$ cat config.mk
export PLATFORM = sky130hd
export DESIGN_NAME = ide_pio_timer
export DESIGN_NICKNAME = d
export VERILOG_FILES = /design/src/rtl/ide_pio_pkg.sv /design/src/rtl/ide_addr_decode.sv /design/src/rtl/ide_timing_sel.sv /design/src/rtl/ide_cycle_fsm.sv /design/src/rtl/ide_pio_timer.sv
export SDC_FILE = /design/constraint.sdc
export NUM_CORES = 1
export LEC_CHECK = 0
export ABC_AREA = 1
export BUFFER_PORTS_ARGS = -buffer_cell sky130_fd_sc_hd__buf_2
export CORE_ASPECT_RATIO = 1.2
export CORE_MARGIN = 2
export CORE_UTILIZATION = 52
export CTS_CLUSTER_DIAMETER = 60
export DETAILED_ROUTE_END_ITERATION = 10
export HOLD_SLACK_MARGIN = 0.15
export PLACE_DENSITY = 0.89
export SLEW_MARGIN = 20
export SYNTH_ARGS = -nofsm -noshare
export SYNTH_HDL_FRONTEND = slang
export SYNTH_HIERARCHICAL = 1
export SYNTH_SLANG_ARGS = --single-unit
$ cat constraint.sdc
create_clock -name clk -period 2.13 [get_ports clk]
set_input_delay 0.3195 -clock clk [delete_from_list [all_inputs] [get_ports clk]]
set_output_delay 0.3195 -clock clk [all_outputs]
set_load 0.005 [all_outputs]
$ cat src/rtl/ide_pio_pkg.sv
package ide_pio_pkg;
   typedef enum logic [2:0] {
      ST_IDLE,
      ST_SETUP,
      ST_ACTIVE,
      ST_RECOV,
      ST_DONE
   } pio_st_t;
endpackage

$ cat src/rtl/ide_addr_decode.sv
module ide_addr_decode #(
   parameter int NBASE = 4,
   parameter int CW    = 2,
   parameter logic [NBASE*16-1:0] BASES = {16'h0168, 16'h01E8, 16'h0170, 16'h01F0}
) (
   input  logic [15:0]      addr,
   input  logic [NBASE-1:0] base_en,
   output logic             hit,
   output logic [CW-1:0]    chan,
   output logic             is_ctl,
   output logic [2:0]       off
);
   localparam logic [15:0] CTL_OFS = 16'h0206;

   logic [NBASE-1:0] cmd_hit;
   logic [NBASE-1:0] ctl_hit;

   for (genvar g = 0; g < NBASE; g++) begin : g_base
      assign cmd_hit[g] = base_en[g] && (addr[15:3] == BASES[g*16+3 +: 13]);
      assign ctl_hit[g] = base_en[g] && (addr == BASES[g*16 +: 16] + CTL_OFS);
   end

   always_comb begin
      hit    = 1'b0;
      chan   = '0;
      is_ctl = 1'b0;
      for (int i = NBASE - 1; i >= 0; i--) begin
         if (cmd_hit[i] || ctl_hit[i]) begin
            hit    = 1'b1;
            chan   = CW'(i);
            is_ctl = ctl_hit[i];
         end
      end
   end

   assign off = addr[2:0];
endmodule

$ cat src/rtl/ide_timing_sel.sv
module ide_timing_sel #(
   parameter int NBASE = 4,
   parameter int TW    = 4,
   parameter int CW    = 2
) (
   input  logic                 clk,
   input  logic                 rst_n,
   input  logic                 upd_en,
   input  logic [CW-1:0]        upd_chan,
   input  logic                 upd_dev,
   input  logic [CW-1:0]        look_chan,
   input  logic                 look_wr,
   input  logic [2*NBASE-1:0]   drv_tsel,
   input  logic [1:0][TW-1:0]   set_setup,
   input  logic [1:0][TW-1:0]   set_rdlen,
   input  logic [1:0][TW-1:0]   set_wrlen,
   input  logic [1:0][TW-1:0]   set_recov,
   output logic [TW-1:0]        tm_setup,
   output logic [TW-1:0]        tm_act,
   output logic [TW-1:0]        tm_rec
);
   logic [NBASE-1:0] dev_q;
   logic             sidx;

   for (genvar g = 0; g < NBASE; g++) begin : g_dev
      always_ff @(posedge clk or negedge rst_n) begin
         if (!rst_n)
            dev_q[g] <= 1'b0;
         else if (upd_en && (upd_chan == CW'(g)))
            dev_q[g] <= upd_dev;
      end
   end

   always_comb begin
      sidx     = drv_tsel[{look_chan, dev_q[look_chan]}];
      tm_setup = set_setup[sidx];
      tm_act   = look_wr ? set_wrlen[sidx] : set_rdlen[sidx];
      tm_rec   = set_recov[sidx];
   end

   AST_DEV_HOLD: assert property (@(posedge clk) disable iff (!rst_n)
      !upd_en |=> $stable(dev_q));
endmodule

$ cat src/rtl/ide_cycle_fsm.sv
module ide_cycle_fsm
   import ide_pio_pkg::*;
#(
   parameter int TW = 4
) (
   input  logic          clk,
   input  logic          rst_n,
   input  logic          start,
   input  logic          in_wr,
   input  logic          in_split,
   input  logic          in_byte,
   input  logic [TW-1:0] in_setup,
   input  logic [TW-1:0] in_act,
   input  logic [TW-1:0] in_rec,
   input  logic [31:0]   in_wdata,
   input  logic [15:0]   dd_in,
   output logic          busy,
   output logic          bus_on,
   output logic          strobe,
   output logic          wr_q,
   output logic          rdy,
   output logic [31:0]   rdata,
   output logic [15:0]   dout
);
   pio_st_t       st;
   logic [TW-1:0] cnt;
   logic [TW-1:0] act_q;
   logic [TW-1:0] rec_q;
   logic          word_q;
   logic          split_q;
   logic          byte_q;
   logic [31:0]   wd_q;

   function automatic logic [TW-1:0] first_cnt(input logic [TW-1:0] n);
      return (n == '0) ? '0 : n - 1'b1;
   endfunction

   always_ff @(posedge clk or negedge rst_n) begin
      if (!rst_n) begin
         st      <= ST_IDLE;
         cnt     <= '0;
         act_q   <= '0;
         rec_q   <= '0;
         word_q  <= 1'b0;
         split_q <= 1'b0;
         byte_q  <= 1'b0;
         wr_q    <= 1'b0;
         wd_q    <= '0;
         rdata   <= '0;
      end else begin
         case (st)
            ST_IDLE: if (start) begin
               st      <= ST_SETUP;
               cnt     <= first_cnt(in_setup);
               act_q   <= in_act;
               rec_q   <= in_rec;
               wr_q    <= in_wr;
               split_q <= in_split;
               byte_q  <= in_byte;
               wd_q    <= in_wdata;
               word_q  <= 1'b0;
               rdata   <= '0;
            end
            ST_SETUP: if (cnt == '0) begin
               st  <= ST_ACTIVE;
               cnt <= first_cnt(act_q);
            end else cnt <= cnt - 1'b1;
            ST_ACTIVE: if (cnt == '0) begin
               st  <= ST_RECOV;
               cnt <= first_cnt(rec_q);
               if (!wr_q) begin
                  if (word_q)      rdata[31:16] <= dd_in;
                  else if (byte_q) rdata[7:0]   <= dd_in[7:0];
                  else             rdata[15:0]  <= dd_in;
               end
            end else cnt <= cnt - 1'b1;
            ST_RECOV: if (cnt == '0) begin
               if (split_q && !word_q) begin
                  word_q <= 1'b1;
                  st     <= ST_ACTIVE;
                  cnt    <= first_cnt(act_q);
               end else st <= ST_DONE;
            end else cnt <= cnt - 1'b1;
            ST_DONE: st <= ST_IDLE;
            default: st <= ST_IDLE;
         endcase
      end
   end

   assign busy   = (st != ST_IDLE);
   assign bus_on = (st == ST_SETUP) || (st == ST_ACTIVE) || (st == ST_RECOV);
   assign strobe = (st == ST_ACTIVE);
   assign rdy    = (st == ST_DONE);
   assign dout   = word_q ? wd_q[31:16] : wd_q[15:0];

   AST_RDY_ONE: assert property (@(posedge clk) disable iff (!rst_n)
      rdy |=> !rdy);
   AST_SPLIT_ORDER: assert property (@(posedge clk) disable iff (!rst_n)
      $rose(word_q) |-> ($past(st) == ST_RECOV) && split_q);
endmodule

$ cat src/rtl/ide_pio_timer.sv
module ide_pio_timer #(
   parameter int NBASE = 4,
   parameter int TW    = 4,
   parameter logic [NBASE*16-1:0] BASES = {16'h0168, 16'h01E8, 16'h0170, 16'h01F0},
   localparam int CW   = (NBASE > 1) ? $clog2(NBASE) : 1
) (
   input  logic                 clk,
   input  logic                 rst_n,
   input  logic                 host_req,
   input  logic                 host_wr,
   input  logic                 host_wide,
   input  logic [15:0]          host_addr,
   input  logic [31:0]          host_wdata,
   output logic                 host_claim,
   output logic                 host_rdy,
   output logic [31:0]          host_rdata,
   input  logic [NBASE-1:0]     base_en,
   input  logic [2*NBASE-1:0]   drv_tsel,
   input  logic [1:0][TW-1:0]   set_setup,
   input  logic [1:0][TW-1:0]   set_rdlen,
   input  logic [1:0][TW-1:0]   set_wrlen,
   input  logic [1:0][TW-1:0]   set_recov,
   output logic [CW-1:0]        ide_chan,
   output logic                 ide_cs0_n,
   output logic                 ide_cs1_n,
   output logic [2:0]           ide_a,
   output logic                 ide_dior_n,
   output logic                 ide_diow_n,
   output logic [15:0]          ide_dd_out,
   output logic                 ide_dd_oe,
   input  logic [15:0]          ide_dd_in
);
   if (NBASE < 1 || NBASE > 4) begin : g_bad_nbase
      $error("NBASE must lie in 1..4");
   end
   if (TW < 1) begin : g_bad_tw
      $error("TW must be at least 1");
   end

   logic          dec_hit, dec_ctl;
   logic [CW-1:0] dec_chan;
   logic [2:0]    dec_off;
   logic          start, busy, bus_on, strobe, wr_q;
   logic          ctl_q;
   logic [TW-1:0] tm_setup, tm_act, tm_rec;

   ide_addr_decode #(.NBASE(NBASE), .CW(CW), .BASES(BASES)) u_dec (
      .addr(host_addr), .base_en(base_en), .hit(dec_hit),
      .chan(dec_chan), .is_ctl(dec_ctl), .off(dec_off));

   assign host_claim = host_req && dec_hit;
   assign start      = host_claim && !busy;

   ide_timing_sel #(.NBASE(NBASE), .TW(TW), .CW(CW)) u_sel (
      .clk(clk), .rst_n(rst_n),
      .upd_en(start && host_wr && !dec_ctl && (dec_off == 3'd6)),
      .upd_chan(dec_chan), .upd_dev(host_wdata[4]),
      .look_chan(dec_chan), .look_wr(host_wr), .drv_tsel(drv_tsel),
      .set_setup(set_setup), .set_rdlen(set_rdlen),
      .set_wrlen(set_wrlen), .set_recov(set_recov),
      .tm_setup(tm_setup), .tm_act(tm_act), .tm_rec(tm_rec));

   ide_cycle_fsm #(.TW(TW)) u_fsm (
      .clk(clk), .rst_n(rst_n), .start(start), .in_wr(host_wr),
      .in_split(!dec_ctl && (dec_off == 3'd0) && host_wide),
      .in_byte(dec_ctl || (dec_off != 3'd0)),
      .in_setup(tm_setup), .in_act(tm_act), .in_rec(tm_rec),
      .in_wdata(host_wdata), .dd_in(ide_dd_in),
      .busy(busy), .bus_on(bus_on), .strobe(strobe), .wr_q(wr_q),
      .rdy(host_rdy), .rdata(host_rdata), .dout(ide_dd_out));

   always_ff @(posedge clk or negedge rst_n) begin
      if (!rst_n) begin
         ide_chan <= '0;
         ide_a    <= '0;
         ctl_q    <= 1'b0;
      end else if (start) begin
         ide_chan <= dec_chan;
         ide_a    <= dec_off;
         ctl_q    <= dec_ctl;
      end
   end

   assign ide_cs0_n  = !(bus_on && !ctl_q);
   assign ide_cs1_n  = !(bus_on && ctl_q);
   assign ide_dior_n = !(strobe && !wr_q);
   assign ide_diow_n = !(strobe && wr_q);
   assign ide_dd_oe  = bus_on && wr_q;

   AST_STROBE_EXCL: assert property (@(posedge clk) disable iff (!rst_n)
      ide_dior_n || ide_diow_n);
   AST_ADDR_HELD: assert property (@(posedge clk) disable iff (!rst_n)
      (!(ide_dior_n && ide_diow_n) && $past(!(ide_dior_n && ide_diow_n)))
      |-> ($stable(ide_a) && $stable(ide_chan)));
   AST_CS_ON_STROBE: assert property (@(posedge clk) disable iff (!rst_n)
      !(ide_dior_n && ide_diow_n) |-> (ide_cs0_n ^ ide_cs1_n));
   AST_UNCLAIMED_QUIET: assert property (@(posedge clk) disable iff (!rst_n)
      (host_req && !host_claim && !busy)
      |=> (ide_dior_n && ide_diow_n && !host_rdy));
endmodule

**After elaboration in Yosys (flattened, before gate mapping)**

Index checks and enable logic that the tools add are counted.
Widths: inputs -> output; s select.

- Flip-flop bits (word level): 93
- Input port bits: 113
- Output and inout port bits: 60
- Word-level logic and storage cells: 164

- $add $sub $neg: 4
- Order comparisons: 3
- Equal/unequal tests: 26
- Multiplexer cells: 52
- Reduce and logical (&&, ||, !) cells: 60

Operators with widths:

| operator | number |
|---|---|
| $mux 32 | 3 |
| $mux 4 | 17 |
| $eq 16x10->1 const B | 4 |
| $pmux 32 s2 | 1 |
| $eq 13x6->1 const B | 4 |
| $mux 16 | 3 |
| $logic_and 1x1->1 | 25 |
| $logic_not 4->1 | 4 |
| $pmux 4 s4 | 1 |
| $sub 4x1->4 const B | 4 |
| $mux 3 | 5 |
| $mux 1 | 13 |
| $pmux 3 s4 | 1 |
| $ne 2x1->1 const B | 5 |
| $reduce_and 5->1 | 2 |
| $logic_not 1->1 | 9 |
| $mux 2 | 4 |
| $mux 8 | 1 |
| $ne 2x2->1 const B | 4 |
| $reduce_and 4->1 | 2 |
| $logic_or 1x1->1 | 7 |
| $eq 3x2->1 const B | 2 |
| $eq 3x3->1 const B | 2 |
| $logic_not 3->1 | 2 |
| other kinds (17) | 20 |

**Logic depth before layout (Yosys ltp)**

- Depth after elaboration: 17
- Gate-level depth with buffers: 24

**Cells and area by module**

The synthesis kept the hierarchy.

Modules (own cells, without submodules):

| module | times used | cells an instance | area an instance (um^2) | seq. area each (um^2) |
|---|---|---|---|---|
| ide_cycle_fsm | 1 | 526 | 4082.7 | 2077.0 |
| ide_timing_sel | 1 | 115 | 624.3 | 100.1 |
| ide_pio_timer | 1 | 50 | 370.4 | 150.1 |
| ide_addr_decode | 1 | 66 | 319.1 | 0.0 |

**Least setup slack after synthesis**

OpenSTA, ideal clock, no wires.

- Path type: input to register
- From: input port host_addr[12]
- To: register u_fsm.cnt[3]
- Setup time: 0.113 ns
- Data arrival time: 2.181 ns
- Data required time: 2.017 ns
- Setup slack: -0.164 ns
- Stages on the path: 23
- Path through: nor2_2 nand2_2 nor2_4 nand3_2 nand2_1 inv_1 nand3_1 inv_2 nand3_2 nand2_2 nand2_4 nand2_4 buf_8 nand2_1 nand2_1 nor2_1 nand2_1 nand2_1 nor2_1 nor2_1 nand3_1 nand2_1 inv_1

- Word-level cells in the longest chain between the ends: 17

RTL lines:

| element | line | RTL |
|---|---|---|
| start, declared | ide_pio_timer.sv:12 | `input logic [15:0] host_addr,` |
| $eq 16x10->1 / $eq 13x6->1 (equally long branches) | ide_addr_decode.sv:20, ide_addr_decode.sv:19 |  |
| $logic_and 1x1->1 (on tied branches) | ide_addr_decode.sv:20, ide_addr_decode.sv:19 |  |
| $logic_or 1x1->1 | ide_addr_decode.sv:28 | `if (cmd_hit[i] \|\| ctl_hit[i]) begin` |
| $mux 2 (3 in a row) | ide_addr_decode.sv:28 |  |
| $mux 2 * | ide_addr_decode.sv:28 |  |
| named net dec_chan[0] | ide_pio_timer.sv:41 | `logic [CW-1:0] dec_chan;` |
| $bmux 1 s2 | ide_timing_sel.sv:35 | `sidx = drv_tsel[{look_chan, dev_q[look_chan]}];` |
| $mux 1 (implied by the code) | ide_timing_sel.sv:35 |  |
| $bmux 1 s3 * | ide_timing_sel.sv:35 |  |
| $mux 1 (implied by the code) * | ide_timing_sel.sv:35 |  |
| $mux 4 (implied by the code) * (2 in a row) | ide_timing_sel.sv:36 | `tm_setup = set_setup[sidx];` |
| named net tm_setup[1] | ide_pio_timer.sv:45 | `logic [TW-1:0] tm_setup, tm_act, tm_rec;` |
| $sub 4x1->4 / $logic_not 4->1 (equally long branches) | ide_cycle_fsm.sv:35 | `return (n == '0) ? '0 : n - 1'b1;` |
| $mux 4 * | ide_cycle_fsm.sv:35 |  |
| $mux 4 * | ide_cycle_fsm.sv:52 | `ST_IDLE: if (start) begin` |
| $pmux 4 s4 * | ide_cycle_fsm.sv:51 | `case (st)` |
| end signal, assigned | ide_cycle_fsm.sv:54 | `cnt <= first_cnt(in_setup);` |
| end signal, assigned | ide_cycle_fsm.sv:66 | `cnt <= first_cnt(act_q);` |
| end signal, assigned | ide_cycle_fsm.sv:67 | `end else cnt <= cnt - 1'b1;` |
| end, declared | ide_cycle_fsm.sv:26 | `logic [TW-1:0] cnt;` |

Mark *: on every way through the listed nets, which the timed path passes. The rest lies on a longest branch. The select of a mux whose other input is x is not followed.
A chain may end at the register's enable or synchronous reset.

**Final worst setup path**

- From: register u_fsm.st[0]
- To: register u_fsm.rdata[2]

- Word-level cells in the longest chain between the ends: 5

RTL lines:

| element | line | RTL |
|---|---|---|
| start, declared | ide_cycle_fsm.sv:25 | `pio_st_t st;` |
| start signal, assigned | ide_cycle_fsm.sv:40 | `st <= ST_IDLE;` |
| start signal, assigned | ide_cycle_fsm.sv:53 | `st <= ST_SETUP;` |
| start signal, assigned | ide_cycle_fsm.sv:65 | `st <= ST_ACTIVE;` |
| $reduce_bool 3->1 | ide_cycle_fsm.sv:90 | `assign busy = (st != ST_IDLE);` |
| named net busy | ide_pio_timer.sv:43 | `logic start, busy, bus_on, strobe, wr_q;` |
| $logic_not 1->1 | ide_pio_timer.sv:52 | `assign start = host_claim && !busy;` |
| $logic_and 1x1->1 | ide_pio_timer.sv:52 |  |
| named net start | ide_pio_timer.sv:43 |  |
| $ne 2x2->1 (no source line) | - |  |
| $reduce_and 5->1 (no source line) | - |  |
| end signal, assigned | ide_cycle_fsm.sv:73 | `else if (byte_q) rdata[7:0] <= dd_in[7:0];` |
| end signal, assigned | ide_cycle_fsm.sv:74 | `else rdata[15:0] <= dd_in;` |
| end, declared | ide_cycle_fsm.sv:22 | `output logic [31:0] rdata,` |

The timed path passes the listed nets, and every way through them passes these cells.

==> results.toml <==
[timing]
finalCritPeriodShare = 0.924
rsz0062_at_grt = "false"
worstMarginPinSlew_ps = 666
finClkSkew_ps = 7.39
max_freq_mhz = 508
finalSetupViolations = 0
finalMaxSlewViolations = 0
tns_ps = 0
fin_crit_ps = 1970
slew_headroom = 0.556
hold_viol = 0

[worst_setup_path]
start_kind = "register"
crit_arrival_ps = 2190
reg2reg_from = "u_fsm/st[0]"
crit_type = "reg2reg"
required_ps = 2350
reg2reg_to = "u_fsm/rdata[2]"
r2r_cells = 11
regToRegSetupSlack_ps = 160
cp_max_fo = 16
cp-end-kind = "register"

[global_route]
grtUsageMet3 = 0.0302
overflow = 0
grt_pass1_vias = 4940
grt_use_met2 = 0.423
grt_pass1_wl_um = 21500
grt.busiest_layer = "met2"
track_usage = 0.232
grtUsageMet1 = 0.285
grt_max_degree = 53
antenna_found_initial = 0

[floorplan]
die_width_um = 97.0
chipHeight_um = 116
start_util = 0.536
die-area_sq_um = 11200
core_area_sq_um = 10100
pin_count = 173
rows = 40

[routing]
ant_nets = 0
routed_wl_um = 12900
drc = 0
drtIter0Drc = 309
via_per_inst = 4.97
drt-wirelength-per-cell_um = 11.9
dr.pass1.iters = 5
vias = 5352

[logic_synthesis]
ys_async_sr_fraction = 1.00
syn_nets = 876
ys_top_cells_by_area = "dfrtp_1 43%, nand2_1 23%, inv_1 5.3%"
synth_top_area_frac = 0.431
synth.distinct_cells = 33
ys.flop_type = "dfrtp_1"
avgSynthCellArea_sq_um = 7.13
synth_seq_cells = 93
synth_edf_count = 0
yosysWarnings = 6
yosysMostFrequentCell = "nand2_1"
yosysTopAreaCell = "dfrtp_1"
syn_inst = 757
yosysSeqAreaShare = 0.431
synth_top_cells_by_count = "331 x nand2_1, 93 x dfrtp_1, 76 x inv_1, 56 x nor2_1, 54 x nand3_1"
synth_area_sq_um = 5400

[pwr]
powerDensity_nw_per_um2 = 645
max-vdd-ir-drop_mv = 0.421
finalPower_mw = 4.41
power_leakage_nw = 4.05

[clock_network]
htree_levels = 3
cts-root-buf = "clkbuf_16"
clk_pin_slew_worst_paths_ps = 70
cts-buffers-inserted = 9
clock_latency_ps = 340
clock-sinks = 93
clock_path_buffers = 2
tritoncts = "yes"

[placed_design]
dpl.cell_count = 1056
globalplace.congestion = 0.922
hpwl_um = 9940
place_area_sq_um = 6510
portBuffers = 172

[min_path]
holdPathEnd = "u_fsm/wd_q[18]"
worstHoldPathCells = 3
min-delay-start = "host_wdata[18]"
hold_path.class = "in2reg"

[final_layout]
layout-drive-gt1-share = 0.289
layout.nets = 1065
fin_util = 0.680
stdcell_area_sq_um = 6840
antenna_cells = 0
fillers = 886
final_cells = 1077
area_growth_pct = 26.7

[job]
drv_cap = 0

[outcome]
status = "finished, final reports clean"
cell families (layout without fill, tap and decap cells):
group	count (synthesis)	in the layout	synth area share
AND/OR/NAND/NOR	494	494	0.397
XOR/XNOR	3	3	0.00487
AO/OA/AOI/OAI	52	52	0.0612
adder cells (fa/ha/maj)	6	6	0.0139
buffers and inverters	109	303	0.0920
flip-flops	93	93	0.431
critical path: stages (launching register included):
cell and delay [ps]:
dfrtp_1 450, nor2_4 200, nand2_2 120, inv_4 120
nand3_4 70, inv_1 60, inv_1 70, nand3_1 150
o21ai_4 130, buf_4 210, o21ai_0 210, nand2_1 80
worst max path at each step:
stage,cells past startpoint,slack [ps],start,endpoint
6_report,11,160,u_fsm/st[0],u_fsm/rdata[2]
5_1_grt,21,0.3,host_addr[0],u_fsm/cnt[3]
4_1_cts,11,90,u_fsm/st[0],u_fsm/rdata[2]
3_5_place_dp,21,-170,host_addr[0],u_fsm/cnt[2]
3_3_place_gp,21,-110,host_addr[0],u_fsm/cnt[2]
2_1_floorplan,23,10,host_addr[11],u_fsm/cnt[3]
layout make-up:
type | instances | area [sq um] | area share
flip-flops and latches | 93 | 2330 | 0.340
clock inverters | 7 | 62.6 | 0.00915
repair buffers | 204 | 1140 | 0.167
inverters | 83 | 314 | 0.0459
multi-input cells | 555 | 2610 | 0.381
well taps | 126 | 158 | 0.0231
clock buffers | 9 | 225 | 0.0329
report_power, final:
| group | switching [mW] | total [mW] | internal (mW) | leakage (nW) |
|---|---|---|---|---|
| combinational | 0.546 | 0.933 | 0.387 | 2.67 |
| clock | 0.725 | 1.55 | 0.820 | 0.145 |
| sequential | 0.0671 | 1.93 | 1.86 | 1.24 |
| total | 1.34 | 4.41 | 3.07 | 4.05 |
state kept, by name (all words and copies together), names as in the netlist:
register and count:
u_fsm/rdata 32, u_fsm/wd_q 32, u_fsm/act_q 4, u_fsm/cnt 4, u_fsm/rec_q 4, u_sel/dev_q 4, ide_a 3, u_fsm/st 3
ide_chan 2, ctl_q 1, u_fsm/byte_q 1, u_fsm/split_q 1, u_fsm/word_q 1, u_fsm/wr_q 1
through the flow:
stage,worst slack (ps),hold slack (ps)
CTS,85.0,164
finish,162,175
global placement,-105,397
global route,0.259,168
detailed placement,-175,388
floorplan,12.9,23.9
timing repair:
action	4_1_cts	5_1_grt
hold buffers	1	0
endpoints found under the setup margin	0	12
resized for setup	0	2
setup buffers	0	4
hold endpoints to repair	50	0
layer usage:
layer / share of wire / wire length [um]
met2: 0.51 / 6550
met4: 0.018 / 233
met1: 0.42 / 5410
met5: 0 / 0
met3: 0.052 / 664
cells in the final DEF (no fill, tap or decap), types with 2 or more instances in the layout:
master	instances
a21oi_2	8
ha_1	6
nand3_1	53
inv_6	3
nand3_4	3
inv_2	5
nand3b_1	4
nand4_1	15
buf_12	3
a21oi_1	7
nand3_2	3
buf_4	29
nand2_1	327
nor3_1	3
nand2_4	3
nor2_1	53
inv_1	74
buf_2	171
nor2_2	12
xor2_1	3
nor2_4	4
inv_8	2
clkbuf_16	9
dfrtp_1	93
clkinv_1	3
o21ai_4	3
nand2_2	11
o21ai_0	32
(Power assumes the default switching activity.)
